`config.mk`:
```
export PLATFORM = sky130hd
export DESIGN_NAME = pt_walker
export DESIGN_NICKNAME = d
export VERILOG_FILES = /design/src/rtl/pt_walker.sv
export SDC_FILE = /design/constraint.sdc
export NUM_CORES = 1
export LEC_CHECK = 0
export ABC_AREA = 1
export BUFFER_PORTS_ARGS = -buffer_cell sky130_fd_sc_hd__buf_2
export CELL_PAD_IN_SITES_DETAIL_PLACEMENT = 1
export CELL_PAD_IN_SITES_GLOBAL_PLACEMENT = 1
export CORE_MARGIN = 2
export CORE_UTILIZATION = 37
export CTS_CLUSTER_DIAMETER = 80
export CTS_CLUSTER_SIZE = 12
export DETAILED_ROUTE_END_ITERATION = 6
export PLACE_DENSITY = 0.84
export SLEW_MARGIN = 20
export SYNTH_ARGS = -nofsm -noshare
export SYNTH_HDL_FRONTEND = slang
export SYNTH_SLANG_ARGS = --single-unit
export TNS_END_PERCENT = 20
```
`constraint.sdc`:
```
create_clock -name clk -period 2.05 [get_ports clk]
set_input_delay 0.3075 -clock clk [delete_from_list [all_inputs] [get_ports clk]]
set_output_delay 0.3075 -clock clk [all_outputs]
set_load 0.02 [all_outputs]
```
`src/rtl/pt_walker.sv`:
```
module pt_walker #(
  parameter int IDX_W = 10,
  parameter int OFF_W = 12
) (
  input  logic                   clk,
  input  logic                   rst_n,
  input  logic [31-OFF_W:0]      dir_base,
  input  logic                   req_valid,
  output logic                   req_ready,
  input  logic [31:0]            req_vaddr,
  input  logic                   req_write,
  input  logic                   req_user,
  output logic                   mem_valid,
  input  logic                   mem_ready,
  output logic                   mem_write,
  output logic [31:0]            mem_addr,
  output logic [31:0]            mem_wdata,
  input  logic [31:0]            mem_rdata,
  output logic                   rsp_valid,
  output logic                   rsp_fault,
  output logic [31:0]            rsp_paddr,
  output logic [31:0]            fault_addr,
  output logic [2:0]             fault_code
);
  localparam int B_P  = 0;
  localparam int B_RW = 1;
  localparam int B_US = 2;
  localparam int B_A  = 5;
  localparam int B_D  = 6;
  localparam int DIR_LO = OFF_W + IDX_W;
  localparam logic [31:0] M_A = 32'(1) << B_A;
  localparam logic [31:0] M_D = 32'(1) << B_D;

  typedef enum logic [2:0] {S_IDLE, S_PDE, S_PTE, S_UPD, S_DONE, S_FLT} st_t;

  st_t         st;
  logic [31:0] va_q, pde_q, pte_q;
  logic        wr_q, usr_q, upd_pte;

  logic [31:0] pde_addr, pte_addr;
  logic        perm_ok, need_pde, need_pte_rd, need_pte_q, hs;

  assign pde_addr = {dir_base, va_q[31:DIR_LO], 2'b00};
  assign pte_addr = {pde_q[31:OFF_W], va_q[DIR_LO-1:OFF_W], 2'b00};
  assign hs       = mem_valid && mem_ready;

  assign perm_ok = !usr_q ||
                   (pde_q[B_US] && mem_rdata[B_US] &&
                    (!wr_q || (pde_q[B_RW] && mem_rdata[B_RW])));
  assign need_pde    = !pde_q[B_A];
  assign need_pte_rd = !mem_rdata[B_A] || (wr_q && !mem_rdata[B_D]);
  assign need_pte_q  = !pte_q[B_A] || (wr_q && !pte_q[B_D]);

  assign req_ready = (st == S_IDLE);
  assign mem_valid = (st == S_PDE) || (st == S_PTE) || (st == S_UPD);
  assign mem_write = (st == S_UPD);
  assign mem_addr  = (st == S_PTE || (st == S_UPD && upd_pte)) ? pte_addr : pde_addr;
  assign mem_wdata = upd_pte ? (pte_q | M_A | (wr_q ? M_D : 32'h0)) : (pde_q | M_A);
  assign rsp_valid = (st == S_DONE) || (st == S_FLT);
  assign rsp_fault = (st == S_FLT);
  assign rsp_paddr = {pte_q[31:OFF_W], va_q[OFF_W-1:0]};

  always_ff @(posedge clk) begin
    if (!rst_n) begin
      st         <= S_IDLE;
      va_q       <= '0;
      pde_q      <= '0;
      pte_q      <= '0;
      wr_q       <= 1'b0;
      usr_q      <= 1'b0;
      upd_pte    <= 1'b0;
      fault_addr <= '0;
      fault_code <= '0;
    end else begin
      case (st)
        S_IDLE: if (req_valid) begin
          va_q  <= req_vaddr;
          wr_q  <= req_write;
          usr_q <= req_user;
          st    <= S_PDE;
        end
        S_PDE: if (hs) begin
          pde_q <= mem_rdata;
          if (!mem_rdata[B_P]) begin
            fault_addr <= va_q;
            fault_code <= {usr_q, wr_q, 1'b0};
            st         <= S_FLT;
          end else begin
            st <= S_PTE;
          end
        end
        S_PTE: if (hs) begin
          pte_q <= mem_rdata;
          if (!mem_rdata[B_P] || !perm_ok) begin
            fault_addr <= va_q;
            fault_code <= {usr_q, wr_q, mem_rdata[B_P]};
            st         <= S_FLT;
          end else if (need_pde) begin
            upd_pte <= 1'b0;
            st      <= S_UPD;
          end else if (need_pte_rd) begin
            upd_pte <= 1'b1;
            st      <= S_UPD;
          end else begin
            st <= S_DONE;
          end
        end
        S_UPD: if (hs) begin
          if (!upd_pte && need_pte_q) upd_pte <= 1'b1;
          else begin
            upd_pte <= 1'b0;
            st      <= S_DONE;
          end
        end
        default: st <= S_IDLE;
      endcase
    end
  end

  a_r10_hold_request: assert property (@(posedge clk) disable iff (!rst_n)
    mem_valid && !mem_ready |=> mem_valid && $stable(mem_addr) && $stable(mem_write));

  a_r10_idle_quiet: assert property (@(posedge clk) disable iff (!rst_n)
    req_ready |-> !mem_valid && !rsp_valid);

  a_r11_single_pulse: assert property (@(posedge clk) disable iff (!rst_n)
    rsp_valid |=> !rsp_valid);

  a_r6_wb_accessed: assert property (@(posedge clk) disable iff (!rst_n)
    mem_valid && mem_write |-> mem_wdata[B_A]);

  a_r7_no_dirty_on_read: assert property (@(posedge clk) disable iff (!rst_n)
    mem_valid && mem_write && upd_pte && !wr_q |-> mem_wdata[B_D] == pte_q[B_D]);

  a_r3_fault_address: assert property (@(posedge clk) disable iff (!rst_n)
    rsp_valid && rsp_fault |-> fault_addr == va_q);
endmodule

```
==> results of run 1 <==
-- worst register-to-register path: stages (launching register included) --
cell	delay, ns
sky130_fd_sc_hd__dfxtp_2	0.36
sky130_fd_sc_hd__inv_2	0.06
sky130_fd_sc_hd__buf_4	0.14
sky130_fd_sc_hd__nand2_2	0.09
sky130_fd_sc_hd__nor2_2	0.07
sky130_fd_sc_hd__nand2_2	0.05
sky130_fd_sc_hd__buf_4	0.56
sky130_fd_sc_hd__nand3_1	0.23
sky130_fd_sc_hd__nand2_1	0.11
sky130_fd_sc_hd__nor2_1	0.04
-- routing by layer --
metal | up-vias | GRT usage | part of all wire
li1 | 3115 | - | -
met1 | 2976 | 0.263 | 0.42
met2 | 159 | 0.394 | 0.50
met3 | 24 | 0.0554 | 0.056
met4 | 4 | 0.0741 | 0.015
met5 | - | 0 | 0.0014
-- layout make-up --
cell class / count / area [sq um] / share of cell area
Antenna cell: 1 / 2.50 / 0.000307
Clock buffer: 23 / 468 / 0.0574
Clock inverter: 8 / 144 / 0.0176
Inverter: 68 / 262 / 0.0321
Multi-Input combinational cell: 569 / 2720 / 0.334
Sequential cell: 137 / 2750 / 0.338
Tap cell: 216 / 270 / 0.0331
Timing Repair Buffer: 246 / 1530 / 0.188
-- power breakdown --
part	total, W	internal (W)	switching (W)	leakage, nW
Combinational	0.00399	0.00133	0.00266	2.45
Clock	0.00321	0.00209	0.00112	0.301
Sequential	0.00359	0.00328	0.000312	1.12
Total	0.0108	0.00669	0.00409	3.88
-- kinds of logic (layout without fill, tap and decap cells) --
| group | count (synthesis) | after routing | share of synthesized area |
|---|---|---|---|
| buffers and inverters | 165 | 345 | 0.130 |
| AOI/OAI and AO/OA | 249 | 249 | 0.206 |
| DFF | 137 | 137 | 0.451 |
| other | 2 | 4 | 0.00124 |
| and+or+nand+nor | 317 | 317 | 0.212 |
-- per-stage QoR --
stage	hold slack, ns	std cells
6_report	0.124	1268
5_1_grt	0.125	1267
3_5_place_dp	0.462	1229
4_1_cts	0.107	1268
3_3_place_gp	0.449	1229
2_1_floorplan	0.440	871
-- registers in the layout (all words and copies together) (netlist names) --
name,count
pde_q,32
fault_addr,32
wr_q,1
va_q,32
pte_q,32
st,3
usr_q,1
upd_pte,1
fault_code,3
-- worst max path at each step --
stage	from	endpoint	slack, ns
6_report	st[2]	mem_addr[7]	0.03
5_1_grt	st[2]	mem_addr[10]	-0.04
4_1_cts	st[2]	mem_addr[13]	-0.02
3_5_place_dp	st[0]	mem_addr[16]	0.17
3_3_place_gp	st[0]	mem_addr[16]	0.24
2_1_floorplan	upd_pte	mem_addr[10]	0.38
-- repair_timing --
action | CTS | global route
pin swaps | 2 | 0
endpoints found under the setup margin | 30 | 31
setup buffers | 6 | 0
hold buffers | 0 | 0
resized for setup | 67 | 53
gates cloned | 2 | 0
-- cell usage after synthesis (all sizes together) --
| cell | n |
|---|---|
| nand2 | 147 |
| buf | 59 |
| conb | 2 |
| a211oi | 2 |
| o21ai | 150 |
| o211ai | 1 |
| a21oi | 96 |
| nor3 | 4 |
| nand3 | 40 |
| nand4 | 1 |
| clkbuf | 38 |
| inv | 68 |
| dfxtp | 137 |
| nor2 | 125 |
==> metrics.log, run 1 <==
[metrics] result of the run: finished clean
[metrics] maximum number of pins on one net before global-route repair: 71
[metrics] layout-stage area growth over the synthesis result: 34.1%
[metrics] cell chain of the critical path: inv_2 -> nand2_4 -> inv_4 -> o21ai_4 -> buf_4 -> bufbuf_16 -> o21ai_1 -> buf_4
[metrics] detailed placer's ending HPWL: ~13000 um
[metrics] worst-path maximum fanout: 11
[metrics] max-slew violation count: 0
[metrics] RSZ-0062 raised after global routing: true
[metrics] Root Driver: sky130_fd_sc_hd__clkbuf_16
[metrics] min-delay src: mem_rdata[19]
[metrics] cell count along the critical path: 8
[metrics] horizontal die dimension: 132 um
[metrics] I/O pin count: ~230
[metrics] highest-count cells in the layout ignoring fill and taps: 191 x sky130_fd_sc_hd__buf_2, 141 x sky130_fd_sc_hd__nand2_1, 133 x sky130_fd_sc_hd__dfxtp_1
[metrics] Post-Route Skew: 0.00833 ns
[metrics] post-synthesis instance area: just over 6000 sq um
[metrics] cell repeated most along the worst path: sky130_fd_sc_hd__buf_4
[metrics] Post-layout nets: around 1100
[metrics] cell types with the largest area share after synthesis: sky130_fd_sc_hd__dfxtp_1 45%, sky130_fd_sc_hd__o21ai_0 12%, sky130_fd_sc_hd__nand2_1 8.8%
[metrics] total number of vias: between 6000 and 7000
[metrics] detailed-router iteration count before antenna repair: 4
[metrics] warnings from Yosys: 0
[metrics] sort of element at the start of the critical path: flip-flop
[metrics] clock tree from TritonCTS: built
[metrics] most common cell after layout, fill and taps aside: sky130_fd_sc_hd__buf_2
[metrics] total count of hold-check failures in the final report: 0
[metrics] terminating pin of the worst hold path: pte_q[19]
[metrics] Worst-Skew Late Latency: 0.42 ns
[metrics] leakage: around 3.9 nW
[metrics] placed standard-cell area: between 7000 and 8000 sq um
[metrics] Setup violations, final: 0
[metrics] Yosys reg bits: between 100 and 150
[metrics] number of remaining DRC errors: 0
[metrics] wire length of the first global-routing pass: roughly 31000 um
[metrics] overflow left after global routing: 0
[metrics] final antenna-violating net count: 0
[metrics] total detailed-routing wirelength: between 20000 and 25000 um
[metrics] min Tclk post-route: roughly 2 ns
[metrics] final-layout fill cell count: approximately 2100
[metrics] number of standard-cell rows in the floorplan: 46
[metrics] CP top delay family: buffers and inverters
[metrics] worst setup margin: approximately 0.034 ns
[metrics] worst-case reg-to-reg path depth: 9
[metrics] count of routing violations after the opening detailed-route iteration: approximately 300
[metrics] total buffers and inverters traversed by the critical path: 5
[metrics] ratio of cells with drive above 1 in the final layout: 0.300
[metrics] initial antenna violation count: 2
[metrics] CP max-delay cell: sky130_fd_sc_hd__dfxtp_2
[metrics] sequential cell area fraction in the yosys report: 0.451
[metrics] post-route cell area: around 8200 sq um
[metrics] full die area: between 15000 and 20000 sq um
[metrics] clock transition time at the flip-flop clock pins of the worst setup and hold paths: approximately 0.060 ns
[metrics] maximum clock frequency: between 400 and 500 MHz
[metrics] average wire per standard cell: 15.8 um
[metrics] Sinks on Clock Net: 137
[metrics] number of unique standard cell types used by synthesis: 24
[metrics] required time of the critical path: about 1.7 ns
[metrics] actual transition at the worst max-transition pin: slightly above 0.7 ns
[metrics] flop-to-flop setup slack: 0.23 ns
[metrics] startpoint of the lowest-slack register-to-register path: st[2]
[metrics] data arrival time of the critical path: about 1.7 ns
[metrics] final standard cell utilization of the core: 0.510
[metrics] highest ir drop seen on vdd: 0.834 mV
[metrics] Placement Setup Slack: about 0.17 ns
[metrics] endpoint of the worst register-to-register path: fault_addr[23]
[metrics] Yosys top cell by area: sky130_fd_sc_hd__dfxtp_1
[metrics] depth of the worst hold-timing path: 3
[metrics] Tot Pwr: around 0.011 W
[metrics] maximum clock path buffer count: 2
[metrics] mean instance size in the synthesized netlist: between 6 and 7 sq um
[metrics] summed negative setup slack over all endpoints: 0 ns
[metrics] vertical die dimension: ~130 um
[metrics] biggest cell delay along the critical path: between 0.3 and 0.4 ns
[metrics] Core ar.: 16000 sq um
[metrics] # Max-Cap Violations: 0
[metrics] synthesized instance count: slightly below 900
[metrics] Cell Pwr Density: around 1300 nW/um^2
[metrics] type of the tightest min-delay check: in -> reg
[metrics] kind of capture point of the worst setup path: output port
[metrics] Initial Utilization: 0.380
[metrics] Final GP Congestion: around 0.79
[metrics] CTS buffer count: 17
[metrics] Relative slew margins: 0.523
[metrics] startpoint-to-endpoint class of the critical path: reg -> out
[metrics] part of the cycle the worst path needs: 0.983
[metrics] via count of the first global-routing pass: between 6000 and 7000
[metrics] Tot GR Track Use: 0.223
[metrics] number of input and output port buffers inserted: approximately 220
[metrics] vias per inst: about 5.0
[metrics] H-Tree Depth: 4
[metrics] Synth top area share: 0.451
(Power assumes the default switching activity.)
==> inputs of run 2 (changes only) <==
Settings changed: RECOVER_POWER set to 50.
==> run 2 against run 1 <==
Via count is 0.54% higher. Routed wire length is 0.61% higher. First-iteration DRC count is 8.3% lower. Clock power hardly changed. Die area stayed put. Non-clock buffer count stayed put.
==> metrics.log, run 2 (same netlist as run 1, synthesis figures left out) <==
[metrics] result of the run: finished clean
[metrics] type of the tightest min-delay check: in -> reg
[metrics] worst-case reg-to-reg path depth: 10
[metrics] Tot Pwr: ~0.011 W
[metrics] count of non-filler cells in the finished layout: ~1300
[metrics] startpoint-to-endpoint class of the critical path: reg -> out
[metrics] kind of capture point of the worst setup path: output port
[metrics] CP max-delay cell: sky130_fd_sc_hd__dfxtp_2
[metrics] total detailed-routing wirelength: just over 20000 um
[metrics] biggest cell delay along the critical path: about 0.34 ns
[metrics] number of antenna diodes: 0
[metrics] Tot GR Track Use: 0.223
[metrics] sort of element at the start of the critical path: flip-flop
[metrics] wire length of the first global-routing pass: 31400 um
[metrics] Final GP Congestion: 0.786
[metrics] horizontal die dimension: around 130 um
[metrics] terminating pin of the worst hold path: pte_q[14]
[metrics] cell count after placement: ~1200
[metrics] flop-to-flop setup slack: 0.14 ns
[metrics] placed standard-cell area: 7130 sq um
[metrics] highest-count cells in the layout ignoring fill and taps: 142 x sky130_fd_sc_hd__nand2_1, 133 x sky130_fd_sc_hd__dfxtp_1, 124 x sky130_fd_sc_hd__nor2_1, 124 x sky130_fd_sc_hd__buf_2, 119 x sky130_fd_sc_hd__o21ai_0
[metrics] RSZ-0062 raised after global routing: true
[metrics] required time of the critical path: about 1.7 ns
[metrics] detailed-router iteration count before antenna repair: 4
[metrics] cell repeated most along the worst path: sky130_fd_sc_hd__buf_4
[metrics] part of the cycle the worst path needs: 0.984
[metrics] CP top delay family: buffers and inverters
[metrics] cell chain of the critical path: inv_2 -> nand2_4 -> inv_4 -> o21ai_4 -> buf_4 -> bufbuf_16 -> o21ai_1 -> buf_4
[metrics] initial antenna violation count: 2
[metrics] Cell Pwr Density: between 1000 and 1500 nW/um^2
[metrics] Initial Utilization: 0.380
[metrics] highest ir drop seen on vdd: 0.836 mV
[metrics] CTS buffer count: 17
[metrics] Setup violations, final: 0
[metrics] ratio of cells with drive above 1 in the final layout: 0.235
[metrics] total number of vias: about 6300
[metrics] vertical die dimension: around 130 um
[metrics] I/O pin count: approximately 230
[metrics] cts-stage hold buffer count: 0
[metrics] number of standard-cell rows in the floorplan: 46
[metrics] depth of the worst hold-timing path: 3
[metrics] final-layout fill cell count: about 2100
[metrics] Worst-Skew Late Latency: 0.42 ns
[metrics] Post-Route Skew: 0.00851 ns
[metrics] average wire per standard cell: between 15 and 20 um
[metrics] startpoint of the lowest-slack register-to-register path: st[2]
[metrics] data arrival time of the critical path: between 1.5 and 2 ns
[metrics] maximum clock frequency: between 400 and 500 MHz
[metrics] detailed placer's ending HPWL: 13200 um
[metrics] post-route cell area: a little over 8000 sq um
[metrics] clock tree from TritonCTS: built
[metrics] max-slew violation count: 0
[metrics] maximum number of pins on one net before global-route repair: slightly above 70
[metrics] final antenna-violating net count: 0
[metrics] most common cell after layout, fill and taps aside: sky130_fd_sc_hd__nand2_1
[metrics] actual transition at the worst max-transition pin: between 0.7 and 0.8 ns
[metrics] Sinks on Clock Net: around 140
[metrics] clock transition time at the flip-flop clock pins of the worst setup and hold paths: about 0.06 ns
[metrics] # Max-Cap Violations: 0
[metrics] number of input and output port buffers inserted: approximately 220
[metrics] vias per inst: between 4 and 5
[metrics] maximum clock path buffer count: 2
[metrics] number of remaining DRC errors: 0
[metrics] Relative slew margins: 0.524
[metrics] full die area: ~17000 sq um
[metrics] min Tclk post-route: between 2 and 2.5 ns
[metrics] total buffers and inverters traversed by the critical path: 5
[metrics] total count of hold-check failures in the final report: 0
[metrics] Core ar.: roughly 16000 sq um
[metrics] leakage: between 3 and 4 nW
[metrics] Post-layout nets: about 1100
[metrics] final standard cell utilization of the core: 0.504
[metrics] endpoint of the worst register-to-register path: fault_addr[23]
[metrics] worst-path maximum fanout: 11
[metrics] overflow left after global routing: 0
[metrics] min-delay src: mem_rdata[14]
[metrics] H-Tree Depth: 4
[metrics] via count of the first global-routing pass: roughly 6300
[metrics] layout-stage area growth over the synthesis result: 32.7%
[metrics] count of routing violations after the opening detailed-route iteration: about 280
[metrics] Root Driver: sky130_fd_sc_hd__clkbuf_16
[run 2: how the worst max path moves through the flow]
stage | end | cells after the start | slack [ns] | startpoint
after floorplan | mem_addr[10] | 4 | 0.38 | upd_pte
after global placement | mem_addr[16] | 6 | 0.24 | st[0]
after detailed placement | mem_addr[16] | 6 | 0.17 | st[0]
after CTS | mem_addr[13] | 9 | -0.02 | st[2]
after global routing | mem_addr[10] | 8 | -0.04 | st[2]
final | mem_addr[7] | 8 | 0.03 | st[2]
[run 2: power by group]
| part | leakage, nW | internal (W) | switching (W) |
|---|---|---|---|
| sequential | 1.12 | 0.00328 | 0.000322 |
| combinational | 2.18 | 0.00125 | 0.00266 |
| clock | 0.301 | 0.00209 | 0.00112 |
| total | 3.60 | 0.00662 | 0.00411 |
[run 2: per-stage QoR]
| step | setup WS (ns) | setup TNS (ns) | hold WS (ns) |
|---|---|---|---|
| after global routing | -0.0394 | -0.238 | 0.125 |
| after floorplan | 0.378 | 0 | 0.440 |
| after global placement | 0.235 | 0 | 0.449 |
| after detailed placement | 0.172 | 0 | 0.462 |
| after CTS | -0.0211 | -0.0739 | 0.107 |
| final | 0.0328 | 0 | 0.124 |
[run 2: worst min-delay path: cells and delay by family]
kind | cells | cell delay (ns)
AND/OR/NAND/NOR | 2 | 0.12
buffers and inverters | 1 | 0.08
[run 2: repair_timing]
action | in CTS | in global routing
buffers inserted | 6 | 0
gates resized for setup | 67 | 53
gates cloned | 2 | 0
endpoints found under the setup margin | 30 | 31
pin swaps | 2 | 0
[run 2: final cells by class]
class,instances,area (sq um),area share
clock buffer,23,468,0.0580
sequential,137,2750,0.341
inverter,68,262,0.0324
multi-input combinational,569,2720,0.337
tap,216,270,0.0335
timing repair buffer,246,1450,0.180
clock inverter,8,144,0.0178
[run 2: per-layer routing]
| metal | global-route usage | vias to the layer above | routed length [um] |
|---|---|---|---|
| li1 | - | 3110 | - |
| met1 | 0.263 | 3005 | 8570 |
| met2 | 0.394 | 171 | 10200 |
| met3 | 0.0554 | 22 | 1160 |
| met4 | 0.0741 | 4 | 272 |
| met5 | 0 | - | 29 |
